<file path="config.mk">
export PLATFORM = sky130hd
export DESIGN_NAME = smb_blk_slave
export DESIGN_NICKNAME = d
export VERILOG_FILES = /design/src/rtl/smb_blk_pkg.sv /design/src/rtl/smb_pin_filter.sv /design/src/rtl/smb_bus_events.sv /design/src/rtl/smb_blk_slave.sv
export SDC_FILE = /design/constraint.sdc
export NUM_CORES = 1
export LEC_CHECK = 0
export BUFFER_PORTS_ARGS = -buffer_cell sky130_fd_sc_hd__buf_2
export CORE_MARGIN = 3
export CORE_UTILIZATION = 55
export DETAILED_ROUTE_END_ITERATION = 8
export PLACE_DENSITY_LB_ADDON = 0.05
export SLEW_MARGIN = 20
export SYNTH_ARGS = -nofsm -noshare
export SYNTH_HDL_FRONTEND = slang
export SYNTH_HIERARCHICAL = 1
export SYNTH_SLANG_ARGS = --single-unit
</file>
<file path="constraint.sdc">
create_clock -name clk -period 6.05 [get_ports clk]
set_input_delay 0.9075 -clock clk [delete_from_list [all_inputs] [get_ports clk]]
set_output_delay 0.9075 -clock clk [all_outputs]
set_load 0.05 [all_outputs]
</file>
<file path="src/rtl/smb_blk_pkg.sv">
package smb_blk_pkg;
  typedef enum logic [2:0] {
    ST_IDLE,
    ST_RX,
    ST_ACK,
    ST_TX,
    ST_RACK
  } st_t;

  typedef enum logic [1:0] {
    PH_ADDR,
    PH_IDX,
    PH_CNT,
    PH_DATA
  } ph_t;
endpackage

</file>
<file path="src/rtl/smb_pin_filter.sv">
module smb_pin_filter #(
  parameter int SYNC = 2,
  parameter int FILT = 3
) (
  input  logic clk,
  input  logic rst_n,
  input  logic pin_i,
  output logic lvl_o
);
  localparam int CW = $clog2(FILT + 1);

  logic [SYNC-1:0] sync_q;
  logic [CW-1:0]   cnt_q;

  always_ff @(posedge clk or negedge rst_n) begin
    if (!rst_n) sync_q <= '1;
    else        sync_q <= {sync_q[SYNC-2:0], pin_i};
  end

  // the level only follows after FILT consecutive disagreeing samples
  always_ff @(posedge clk or negedge rst_n) begin
    if (!rst_n) begin
      lvl_o <= 1'b1;
      cnt_q <= '0;
    end else if (sync_q[SYNC-1] == lvl_o) begin
      cnt_q <= '0;
    end else if (cnt_q == CW'(FILT - 1)) begin
      lvl_o <= sync_q[SYNC-1];
      cnt_q <= '0;
    end else begin
      cnt_q <= cnt_q + 1'b1;
    end
  end
endmodule

</file>
<file path="src/rtl/smb_bus_events.sv">
module smb_bus_events (
  input  logic clk,
  input  logic rst_n,
  input  logic scl,
  input  logic sda,
  output logic scl_rise,
  output logic scl_fall,
  output logic start_ev,
  output logic stop_ev
);
  logic scl_q, sda_q;

  always_ff @(posedge clk or negedge rst_n) begin
    if (!rst_n) begin
      scl_q <= 1'b1;
      sda_q <= 1'b1;
    end else begin
      scl_q <= scl;
      sda_q <= sda;
    end
  end

  assign scl_rise = scl & ~scl_q;
  assign scl_fall = ~scl & scl_q;
  assign start_ev = scl & scl_q & sda_q & ~sda;
  assign stop_ev  = scl & scl_q & ~sda_q & sda;
endmodule

</file>
<file path="src/rtl/smb_blk_slave.sv">
module smb_blk_slave #(
  parameter logic [6:0] DEV_ADDR    = 7'h6A,
  parameter int         NUM_REGS    = 8,
  parameter int         SYNC_STAGES = 2,
  parameter int         FILT_LEN    = 3
) (
  input  logic       clk,
  input  logic       rst_n,
  input  logic       scl_i,
  input  logic       sda_i,
  output logic       sda_oe,
  output logic       reg_we,
  output logic [7:0] reg_waddr,
  output logic [7:0] reg_wdata,
  output logic [7:0] reg_raddr,
  input  logic [7:0] reg_rdata
);
  import smb_blk_pkg::*;

  localparam logic [7:0] NREG8 = 8'(NUM_REGS);

  logic scl_flt, sda_flt;
  logic scl_rise, scl_fall, start_ev, stop_ev;

  smb_pin_filter #(.SYNC(SYNC_STAGES), .FILT(FILT_LEN)) u_scl_flt (
    .clk(clk), .rst_n(rst_n), .pin_i(scl_i), .lvl_o(scl_flt));
  smb_pin_filter #(.SYNC(SYNC_STAGES), .FILT(FILT_LEN)) u_sda_flt (
    .clk(clk), .rst_n(rst_n), .pin_i(sda_i), .lvl_o(sda_flt));

  smb_bus_events u_evt (
    .clk(clk), .rst_n(rst_n), .scl(scl_flt), .sda(sda_flt),
    .scl_rise(scl_rise), .scl_fall(scl_fall),
    .start_ev(start_ev), .stop_ev(stop_ev));

  st_t        st;
  ph_t        ph;
  logic [3:0] bitcnt;
  logic [7:0] sh;
  logic [7:0] idx;
  logic [7:0] remain;
  logic       ack_drv;
  logic       tx_next;
  logic       first_tx;

  logic       in_range;
  logic [7:0] rd_byte;
  logic [7:0] rd_count;

  assign in_range  = idx < NREG8;
  assign rd_byte   = in_range ? reg_rdata : 8'hFF;
  assign rd_count  = in_range ? (NREG8 - idx) : 8'h00;
  assign reg_raddr = idx;
  assign sda_oe    = ((st == ST_ACK) && ack_drv) || ((st == ST_TX) && !sh[7]);

  always_ff @(posedge clk or negedge rst_n) begin
    if (!rst_n) begin
      st        <= ST_IDLE;
      ph        <= PH_ADDR;
      bitcnt    <= '0;
      sh        <= '0;
      idx       <= '0;
      remain    <= '0;
      ack_drv   <= 1'b0;
      tx_next   <= 1'b0;
      first_tx  <= 1'b0;
      reg_we    <= 1'b0;
      reg_waddr <= '0;
      reg_wdata <= '0;
    end else begin
      reg_we <= 1'b0;
      if (start_ev) begin
        st     <= ST_RX;
        ph     <= PH_ADDR;
        bitcnt <= '0;
      end else if (stop_ev) begin
        st <= ST_IDLE;
      end else begin
        unique case (st)
          ST_RX: begin
            if (scl_rise) begin
              sh     <= {sh[6:0], sda_flt};
              bitcnt <= bitcnt + 1'b1;
            end else if (scl_fall && bitcnt == 4'd8) begin
              bitcnt  <= '0;
              ack_drv <= 1'b1;
              tx_next <= 1'b0;
              unique case (ph)
                PH_ADDR: begin
                  if (sh[7:1] == DEV_ADDR) begin
                    st       <= ST_ACK;
                    tx_next  <= sh[0];
                    first_tx <= 1'b1;
                    ph       <= PH_IDX;
                  end else begin
                    st <= ST_IDLE;
                  end
                end
                PH_IDX: begin
                  idx <= sh;
                  ph  <= PH_CNT;
                  st  <= ST_ACK;
                end
                PH_CNT: begin
                  remain <= sh;
                  ph     <= PH_DATA;
                  st     <= ST_ACK;
                end
                PH_DATA: begin
                  if (remain == 8'd0) begin
                    st <= ST_IDLE;
                  end else begin
                    remain <= remain - 1'b1;
                    st     <= ST_ACK;
                    idx    <= idx + 1'b1;
                    if (in_range) begin
                      reg_we    <= 1'b1;
                      reg_waddr <= idx;
                      reg_wdata <= sh;
                    end
                  end
                end
                default: st <= ST_IDLE;
              endcase
            end
          end
          ST_ACK: begin
            if (scl_fall) begin
              bitcnt <= '0;
              if (tx_next) begin
                st <= ST_TX;
                if (first_tx) begin
                  sh       <= rd_count;
                  first_tx <= 1'b0;
                end else begin
                  sh  <= rd_byte;
                  idx <= idx + 1'b1;
                end
              end else begin
                st <= ST_RX;
              end
            end
          end
          ST_TX: begin
            if (scl_fall) begin
              if (bitcnt == 4'd7) begin
                st <= ST_RACK;
              end else begin
                sh     <= {sh[6:0], 1'b1};
                bitcnt <= bitcnt + 1'b1;
              end
            end
          end
          ST_RACK: begin
            if (scl_rise) begin
              if (sda_flt) begin
                st <= ST_IDLE;
              end else begin
                st      <= ST_ACK;
                ack_drv <= 1'b0;
                tx_next <= 1'b1;
              end
            end
          end
          default: st <= ST_IDLE;
        endcase
      end
    end
  end
endmodule

</file>
Yosys cells after proc, flatten, opt, wreduce, memory -nomap -nowiden
Index checks and enable logic that the tools add are counted.

storage, ports and cells
  register bits after elaboration = 65
  latch bits = 0
  RAM bits = 0
  ROM bits = 0
  output and inout port bits = 26
  memories = 0

cells by class
  add/sub/neg operators = 6
  multiply operators = 0
  divide/modulo/power cells = 0
  order comparisons = 1
  equality and inequality tests = 42
  shift-type cells = 0
  muxes and demuxes = 79
  bitwise operators = 17
  reduce and logical (&&, ||, !) cells = 27

operators with widths
  operator               number
  $mux W8                15
  $pmux W8 S2            3
  $mux W2                14
  $mux W4                7
  $ne A2 B2 Y1 const B   13
  $mux W1                24
  $mux W3                8
  $ne A4 B4 Y1 const B   6
  $pmux W8 S3            1
  $reduce_and A6 Y1      3
  $reduce_and A8 Y1      2
  $ne A3 B3 Y1 const B   5
  $reduce_and A7 Y1      2
  $pmux W3 S4            1
  $pmux W4 S3            1
  $not A1 Y1             10
  $reduce_and A10 Y1     1
  $reduce_bool A2 Y1     5
  $pmux W3 S3            1
  $reduce_and A9 Y1      1
  $add A8 B1 Y8 const B  1
  $eq A2 B2 Y1 const B   4
  $logic_not A8 Y1       1
  $lt A8 B4 Y1 const B   1
  other kinds (26)       42

Depth between registers and ports, before layout
Gate-level depths: netlist of the first run.

  depth in word-level cells = 9
  mapped depth = 8
  mapped depth without buffers = 7

Modules after synthesis
The synthesis of the first run kept the hierarchy.

modules (own cells, without submodules)
  module          times used  cells an instance  area each (um^2)  seq. area each (um^2)
  smb_blk_slave   1           335                3093.0            1326.3
  smb_pin_filter  2           10                 178.9             128.9
  smb_bus_events  1           6                  85.1              52.6

Least setup slack after synthesis of the first run
Ideal clock, no wire load.

  path kind = reg-to-reg
  start = reg u_sda_flt.lvl_o
  end = reg reg_wdata[1]
  arrival time = 2344 ps
  path slack = 3581 ps
  cell stages (with the launch flop) = 9
  buffers on the path = 2
  path through = dfstp_2 and4b_1 clkbuf_1 or2_2 nor3_4 nand2_2 nor2_4 buf_6 mux2_2

between the ends
  cells in the longest elaborated chain, start to end = 4

RTL lines
  what                                RTL line              source
  start: declaration                  smb_pin_filter.sv:8   output logic lvl_o
  start signal: assignment            smb_pin_filter.sv:28  lvl_o <= sync_q[SYNC-1];
  $not A1 Y1                          smb_bus_events.sv:25  assign start_ev = scl & scl_q & sda_q & ~sda;
  $and A1 B1 Y1                       smb_bus_events.sv:25
  named net start_ev                  smb_blk_slave.sv:23   logic scl_rise, scl_fall, start_ev, stop_ev;
  $not A1 Y1 (no source line)         -
  $reduce_and A8 Y1 (no source line)  -
  end signal: assignment              smb_blk_slave.sv:118  reg_wdata <= sh;
  end: declaration                    smb_blk_slave.sv:14   output logic [7:0] reg_wdata,

The timed path passes the listed nets, and every way through them passes these cells.
A chain may end at the register's enable or synchronous reset.

Final worst setup path of the first run
  start = reg st[1]
  end = out sda_oe

between the ends
  cells in the longest elaborated chain, start to end = 3

RTL lines
  what                      RTL line             source
  start: declaration        smb_blk_slave.sv:35  st_t st;
  start signal: assignment  smb_blk_slave.sv:57  st <= ST_IDLE;
  start signal: assignment  smb_blk_slave.sv:72  st <= ST_RX;
  start signal: assignment  smb_blk_slave.sv:76  st <= ST_IDLE;
  $eq A3 B2 Y1              smb_blk_slave.sv:53  assign sda_oe = ((st == ST_ACK) && ack_drv) || ((st == ST_TX) && !sh[7]);
  $logic_and A1 B1 Y1       smb_blk_slave.sv:53
  $logic_or A1 B1 Y1 (*)    smb_blk_slave.sv:53
  end: declaration          smb_blk_slave.sv:11  output logic sda_oe,

Every way passes the cells marked *; elsewhere a longest branch is shown, timed or not.

==> impl_metrics.tcl, run 1 <==
set metrics [dict create \
    status "finished, final reports clean" \
    cts_buffer_depth 2 \
    drc 0 \
    clk_pin_slew_ps 70 \
    syn2layout_area_growth_pct 11.2 \
    cts_sinks 65 \
    crit_slowest_cell "dfrtp_1" \
    drv_cap 0 \
    drive_above_1_share 0.218 \
    dieArea_um2 7430 \
    rrSetupSlack_ps 3310 \
    tightest_slew_ps 994 \
    synthFlopType "dfrtp_1" \
    holdPathEnd "u_sda_flt/sync_q[1]$_DFF_PN1_" \
    synth_area_um2 3540 \
    grt_pass1_wl_um 13100 \
    first_iter_violations 162 \
    antenna_found_initial 0 \
    grt.overflow.total 0 \
    slew_headroom 0.333 \
    antenna_cells 0 \
    grt_pass1_vias 2673 \
    grt_start_max_net_pins 66 \
    r2r_end "reg_wdata[6]$_DFFE_PN0P_" \
    drtPass1Iterations 5 \
    critPathMaxStageDelay_ps 580 \
    crit_path_cell_trace "nor2b_1 -> and2_1 -> buf_2" \
    die_height_um 86.2 \
    synthCells 361 \
    rsz0062_at_grt "no" \
    dp_hpwl_um 5560 \
    h-tree-depth 3 \
    io_buffers 37 \
    rows 28 \
    antenna_left 0 \
    routedWlPerCell_um 16.9 \
    ys_types 63 \
    synth_edf_count 0 \
    clock.fmax_mhz 345 \
    place_congestion 0.925 \
    cp_max_fo 15 \
    p_leak_nw 1.79 \
    nNetsFinal 417 \
    arrival_ps 1990 \
    setup_tns_ps 0 \
    die_w_um 86.2 \
    cts-buffers-inserted 9 \
    hold_depth 0 \
    ys_async_sr_fraction 1.00 \
    ys_seq_area_frac 0.463 \
    power_density_nw_per_um2 370 \
    hold_start "u_sda_flt/sync_q[0]$_DFF_PN1_" \
    syn-num-nets 383 \
    yosys_warnings 6 \
    setup.worst_path.start_class "register" \
    core-area_um2 6060 \
    fin_skew_ps 11.4 \
    hold_buffers 0 \
    required_ps 5140 \
    fill_cells 516 \
    cts-root-buf "clkbuf_8" \
    r2r_start "u_sda_flt/lvl_o$_DFFE_PN1P_" \
    path_class "reg2out" \
    initial_core_util 0.583 \
    cts_setup_buffers 0 \
    fin_util 0.649 \
    vias 2889 \
    ys_ff_latch 65 \
    setup_viol 0 \
    hp-class "reg2reg" \
    avgSynthCellArea_um2 9.79 \
    cts_tree "built" \
    drv_slew 0 \
    pin_count 38 \
    fin_crit_sh 0.479 \
    hold_violations 0 \
    ctsResizeCount 0 \
    critPathBufInv 1 \
    routed_wl_um 8050 \
    ff2ff_path_depth 6 \
    irDropWorstVdd_uv 243 \
    critPathTopFamily "simple AND/OR/NAND/NOR gates" \
    clkLatencyLatePin_ps 340 \
    cp-end-kind "output port" \
    vias_per_cell 6.08 \
    period_minus_slack_ps 2900 \
    track_usage 0.224 \
]
[cell usage after synthesis (2+ instances only)]
library cell | number | area share
a21oi_1 | 17 | 0.024
a221oi_1 | 4 | 0.0099
a31oi_1 | 10 | 0.018
and2_1 | 3 | 0.0053
and3_1 | 5 | 0.0088
and4b_1 | 2 | 0.0057
buf_2 | 4 | 0.0057
clkbuf_1 | 10 | 0.011
dfrtp_1 | 57 | 0.40
dfstp_2 | 8 | 0.059
ha_1 | 10 | 0.035
inv_1 | 18 | 0.019
mux2_2 | 12 | 0.038
mux2_4 | 2 | 0.0085
mux2i_1 | 5 | 0.014
nand2_1 | 26 | 0.028
nand2b_1 | 2 | 0.0035
nand3_1 | 14 | 0.020
nand4_1 | 3 | 0.0053
nand4b_1 | 2 | 0.0050
nor2_1 | 29 | 0.031
nor2b_1 | 14 | 0.025
nor2b_4 | 2 | 0.0078
nor3_1 | 9 | 0.013
nor3b_1 | 6 | 0.013
o21a_1 | 6 | 0.013
o21ai_0 | 24 | 0.034
o21ai_1 | 2 | 0.0028
o22a_1 | 6 | 0.015
o22ai_1 | 4 | 0.0071
o311ai_0 | 6 | 0.015
o31ai_1 | 2 | 0.0042
o41ai_1 | 2 | 0.0050
or3_1 | 3 | 0.0053
or4_1 | 3 | 0.0064
xnor2_1 | 2 | 0.0050
[through the flow]
stage	instances	power, mW	hold slack [ps]	worst slack, ps	cell area [um2]
final	475	1.46	359	3150	3930
after global routing	475	1.54	361	2990	3930
after global placement	459	1.11	349	3360	3750
after detailed placement	459	1.12	350	3300	3750
after floorplan	361	0.990	345	3580	3540
after CTS	475	1.46	360	3140	3930
[where the power goes]
part | total, mW | internal [mW] | switching [mW] | leakage, nW
Sequential | 0.683 | 0.527 | 0.156 | 0.821
Combinational | 0.441 | 0.174 | 0.266 | 0.887
Clock | 0.332 | 0.151 | 0.181 | 0.0822
Total | 1.46 | 0.852 | 0.603 | 1.79
[cell type report]
type	instances	area (um2)	area share
Sequential cell	65	1640	0.416
Clock inverter	7	53.8	0.0137
Inverter	18	67.6	0.0172
Multi-Input combinational cell	262	1760	0.447
Clock buffer	9	124	0.0315
Timing Repair Buffer	39	200	0.0509
Tap cell	75	93.8	0.0239
[logic make-up after synthesis]
family | synth area share
fa+ha+maj | 0.0354
flops | 0.463
buf+inv | 0.0407
mux | 0.0609
compound gates | 0.175
simple gates | 0.218
xor+xnor | 0.00743
[worst max path at each step]
stage                           startpoint                        to  slack [ps]  cells past startpoint
6_report                 st[1]$_DFFE_PN0P_                    sda_oe        3150                      3
5_1_grt                  st[1]$_DFFE_PN0P_                    sda_oe        2990                      3
4_1_cts                  st[1]$_DFFE_PN0P_                    sda_oe        3140                      3
3_5_place_dp   u_sda_flt/lvl_o$_DFFE_PN1P_  reg_wdata[6]$_DFFE_PN0P_        3300                      6
3_3_place_gp   u_sda_flt/lvl_o$_DFFE_PN1P_  reg_wdata[7]$_DFFE_PN0P_        3360                      6
2_1_floorplan  u_sda_flt/lvl_o$_DFFE_PN1P_  reg_wdata[1]$_DFFE_PN0P_        3580                      8
[layout by cell type, fill, tap and decap left out, types with 5 or more instances in the layout]
cell type  count
buf_2         37
nor3_1         9
o21a_1         6
nand3_1       14
dfrtp_1       57
clkbuf_8       9
o311ai_0       6
a31oi_1       10
a21oi_1       17
dfstp_2        8
and3_1         5
nor3b_1        6
o22a_1         6
nand2_1       26
nor2_1        29
inv_1         18
nor2b_1       14
mux2_2        12
ha_1          10
o21ai_0       24
mux2i_1        5
[registers in the layout, summed over array words and instances (netlist names), 2 cells and up]
| signal | cells |
|---|---|
| u_sda_flt/cnt_q | 2 |
| st | 3 |
| u_scl_flt/cnt_q | 2 |
| reg_raddr | 8 |
| bitcnt | 4 |
| u_sda_flt/sync_q | 2 |
| ph | 2 |
| remain | 8 |
| reg_wdata | 8 |
| u_scl_flt/sync_q | 2 |
| reg_waddr | 8 |
| sh | 8 |
[per-layer routing]
| metal | vias up | GRT usage | wire length [um] |
|---|---|---|---|
| met4 | 0 | 0.0737 | 145 |
| met2 | 105 | 0.336 | 3660 |
| li1 | 1387 | - | - |
| met1 | 1381 | 0.326 | 3710 |
| met5 | - | 0 | 0 |
| met3 | 16 | 0.0485 | 527 |
(Power assumes the default switching activity.)
==> run 2: changes to the inputs <==
--- a/config.mk
+++ b/config.mk
@@ -5,9 +5,10 @@
 export SDC_FILE = /design/constraint.sdc
 export NUM_CORES = 1
 export LEC_CHECK = 0
+export ABC_AREA = 1
 export BUFFER_PORTS_ARGS = -buffer_cell sky130_fd_sc_hd__buf_2
 export CORE_MARGIN = 3
-export CORE_UTILIZATION = 55
+export CORE_UTILIZATION = 53
 export DETAILED_ROUTE_END_ITERATION = 8
 export PLACE_DENSITY_LB_ADDON = 0.05
 export SLEW_MARGIN = 20
==> constraint.sdc (replaced) <==
create_clock -name clk -period 2.6 [get_ports clk]
set_input_delay 0.39 -clock clk [delete_from_list [all_inputs] [get_ports clk]]
set_output_delay 0.39 -clock clk [all_outputs]
set_load 0.05 [all_outputs]
==> run 2 against run 1 <==
Setup slack got worse by 2700 ps. Sequential share of layout area shrank 2.2 points. Sequential cell count is the same. First-iteration DRC count increased by 19%. Worst hold slack got worse by 310 ps. Utilization fell by 1.3 points. Design area up 5.7%. Combinational power rose to 4.5 times the previous value. Clock skew fell by 3.7 ps. Cell count increased by 34%. Register-to-register slack worse by 2800 ps. Critical path depth grew 4.
==> impl_metrics.tcl, run 2 <==
set metrics [dict create \
    status "finished, final reports clean" \
    path_class "reg2out" \
    grt_pass1_vias 3098 \
    synth_xor_area_frac 0.0167 \
    routedWlPerCell_um 13.0 \
    yosysTopAreaCell "dfrtp_1" \
    cts_setup_buffers 0 \
    fin_skew_ps 7.74 \
    cts-root-buf "clkbuf_8" \
    synthCells 509 \
    synthSimpleGateAreaFrac 0.314 \
    nNetsFinal 576 \
    arrival_ps 1730 \
    drv_slew 0 \
    clkLatencyLatePin_ps 350 \
    track_usage 0.227 \
    ys_ff_latch 65 \
    setup_viol 0 \
    h-tree-depth 3 \
    cts_buffer_depth 2 \
    clk_pin_slew_ps 80 \
    drc 0 \
    cp-end-kind "output port" \
    grt_start_max_net_pins 40 \
    muxShareOfSynthArea 0 \
    dp_hpwl_um 6250 \
    drive_above_1_share 0.141 \
    drv_cap 0 \
    ys_seq_area_frac 0.446 \
    grt.overflow.total 0 \
    placed_area_um2 3960 \
    cts-buffers-inserted 9 \
    switching_share 0.472 \
    first_iter_violations 193 \
    p_leak_nw 2.25 \
    drtPass1Iterations 5 \
    hold_buffers 0 \
    comb_power_share 0.453 \
    p_int_mw 2.33 \
    hold_violations 0 \
    synth_top_family_by_area "simple AND/OR/NAND/NOR gates" \
    die_height_um 89.3 \
    required_ps 2210 \
    synth_area_um2 3670 \
    place_inst 620 \
    antenna_left 0 \
    yosysTopAreaCellShare 0.388 \
    tightest_slew_ps 613 \
    synth_edf_count 0 \
    yosys_warnings 6 \
    ctsResizeCount 0 \
    syn2layout_area_growth_pct 13.1 \
    layout_commonest_cell "nand2_1" \
    cts_tree "built" \
    ys_async_sr_fraction 1.00 \
    cp_max_fo 12 \
    setup.worst_path.start_class "register" \
    initial_core_util 0.562 \
    hp-class "in2async" \
    ys_types 29 \
    avgSynthCellArea_um2 7.22 \
    io_buffers 37 \
    clock.fmax_mhz 472 \
    ys_top_cells_by_area "dfrtp_1, nand2_1, o21ai_0, inv_1, dfstp_2" \
    antenna_cells 0 \
    fin_cells 636 \
    clkPwrFrac 0.194 \
    slew_headroom 0.591 \
    setup_tns_ps 0 \
    grt_pass1_wl_um 14000 \
    vias 3310 \
    core-area_um2 6530 \
    synth_adder_area_share 0.0341 \
    antenna_found_initial 0 \
    dieArea_um2 7970 \
    rsz0062_at_grt "no" \
    pwr-share-seq 0.353 \
    fin_crit_sh 0.814 \
    pin_count 38 \
    syn-num-nets 531 \
    design_area_um2 4150 \
    power_density_nw_per_um2 1060 \
    vias_per_cell 5.20 \
    synth_compound_area_frac 0.105 \
    irDropWorstVdd_uv 510 \
    die_w_um 89.3 \
    period_minus_slack_ps 2120 \
    layout_common_cells "nand2_1, inv_1, o21ai_0" \
    power.switching_mw 2.08 \
    routed_wl_um 8270 \
    synthFlopType "dfrtp_1" \
    place_congestion 0.897 \
    synth.most_common_cell "nand2_1" \
    synthTopCellsByCount "nand2_1, inv_1, o21ai_0" \
    rows 29 \
    cts_sinks 65 \
]
[run 2: cell types whose count changed in the layout (fill, tap and decap cells not counted), sizes merged, moves of 10 or more]
cell,change
nor2b,-16
inv,+55
o21ai,+36
a31oi,-10
nand3,+17
mux2,-14
nor2,+24
nand2,+142
[run 2: kinds of logic after synthesis]
kind of cell	Yosys count
compound gates	74
xor+xnor	7
fa+ha+maj	10
buf+inv	81
flops	65
simple gates	272
[run 2: per-stage QoR]
step / hold slack, ps / setup slack, ps / total power, mW / utilization
floorplan: 94.4 / 418 / 3.06 / -
global placement: 349 / 561 / 3.52 / 0.606
detailed placement: 348 / 536 / 3.55 / 0.606
CTS: 55.7 / 466 / 4.43 / 0.636
global route: 85.1 / 285 / 4.84 / 0.636
finish: 46.1 / 483 / 4.41 / 0.636
[run 2: worst paths after layout]
check,from,to,slack [ps],depth (start not counted)
setup / recovery,st[2]$_DFFE_PN0P_,sda_oe,480,7
hold / removal,rst_n,reg_wdata[3]$_DFFE_PN0P_,50,1
setup reg to reg,u_sda_flt/lvl_o$_DFFE_PN1P_,remain[4]$_DFFE_PN0P_,520,13
hold reg to reg,u_sda_flt/sync_q[0]$_DFF_PN1_,u_sda_flt/sync_q[1]$_DFF_PN1_,360,0
max in group asynchronous,rst_n,u_sda_flt/lvl_o$_DFFE_PN1P_,1860,2
min in group clk,sda_i,u_sda_flt/sync_q[0]$_DFF_PN1_,140,1
[run 2: power groups by stage]
stage               logic, mW  registers (mW)  clock network [mW]
CTS                      2.00            1.55               0.878
detailed placement       1.99            1.57                   0
finish                   2.00            1.56               0.854
global route             2.31            1.60               0.930
global placement         1.96            1.56                   0
floorplan                1.37            1.69                   0
[run 2: critical path: stages, from the launching register on]
cell and delay, ps:
dfrtp_1 450, inv_2 100, nand2_1 100, nor2_1 110
buf_4 190, nand2_1 60, o21ai_0 80, buf_2 290
[run 2: final cells by class]
class	count	area (um2)
well taps	77	96.3
clock inverters	6	67.6
multi-input cells	363	1720
inverters	75	282
flip-flops and latches	65	1640
fillers	591	2380
repair buffers	40	220
clock buffers	10	128
[run 2: per-layer routing]
layer,vias up,share of wire,GRT usage
li1,1702,-,-
met1,1513,0.47,0.304
met2,82,0.46,0.367
met3,13,0.051,0.0498
met4,0,0.019,0.0771
met5,-,0,0
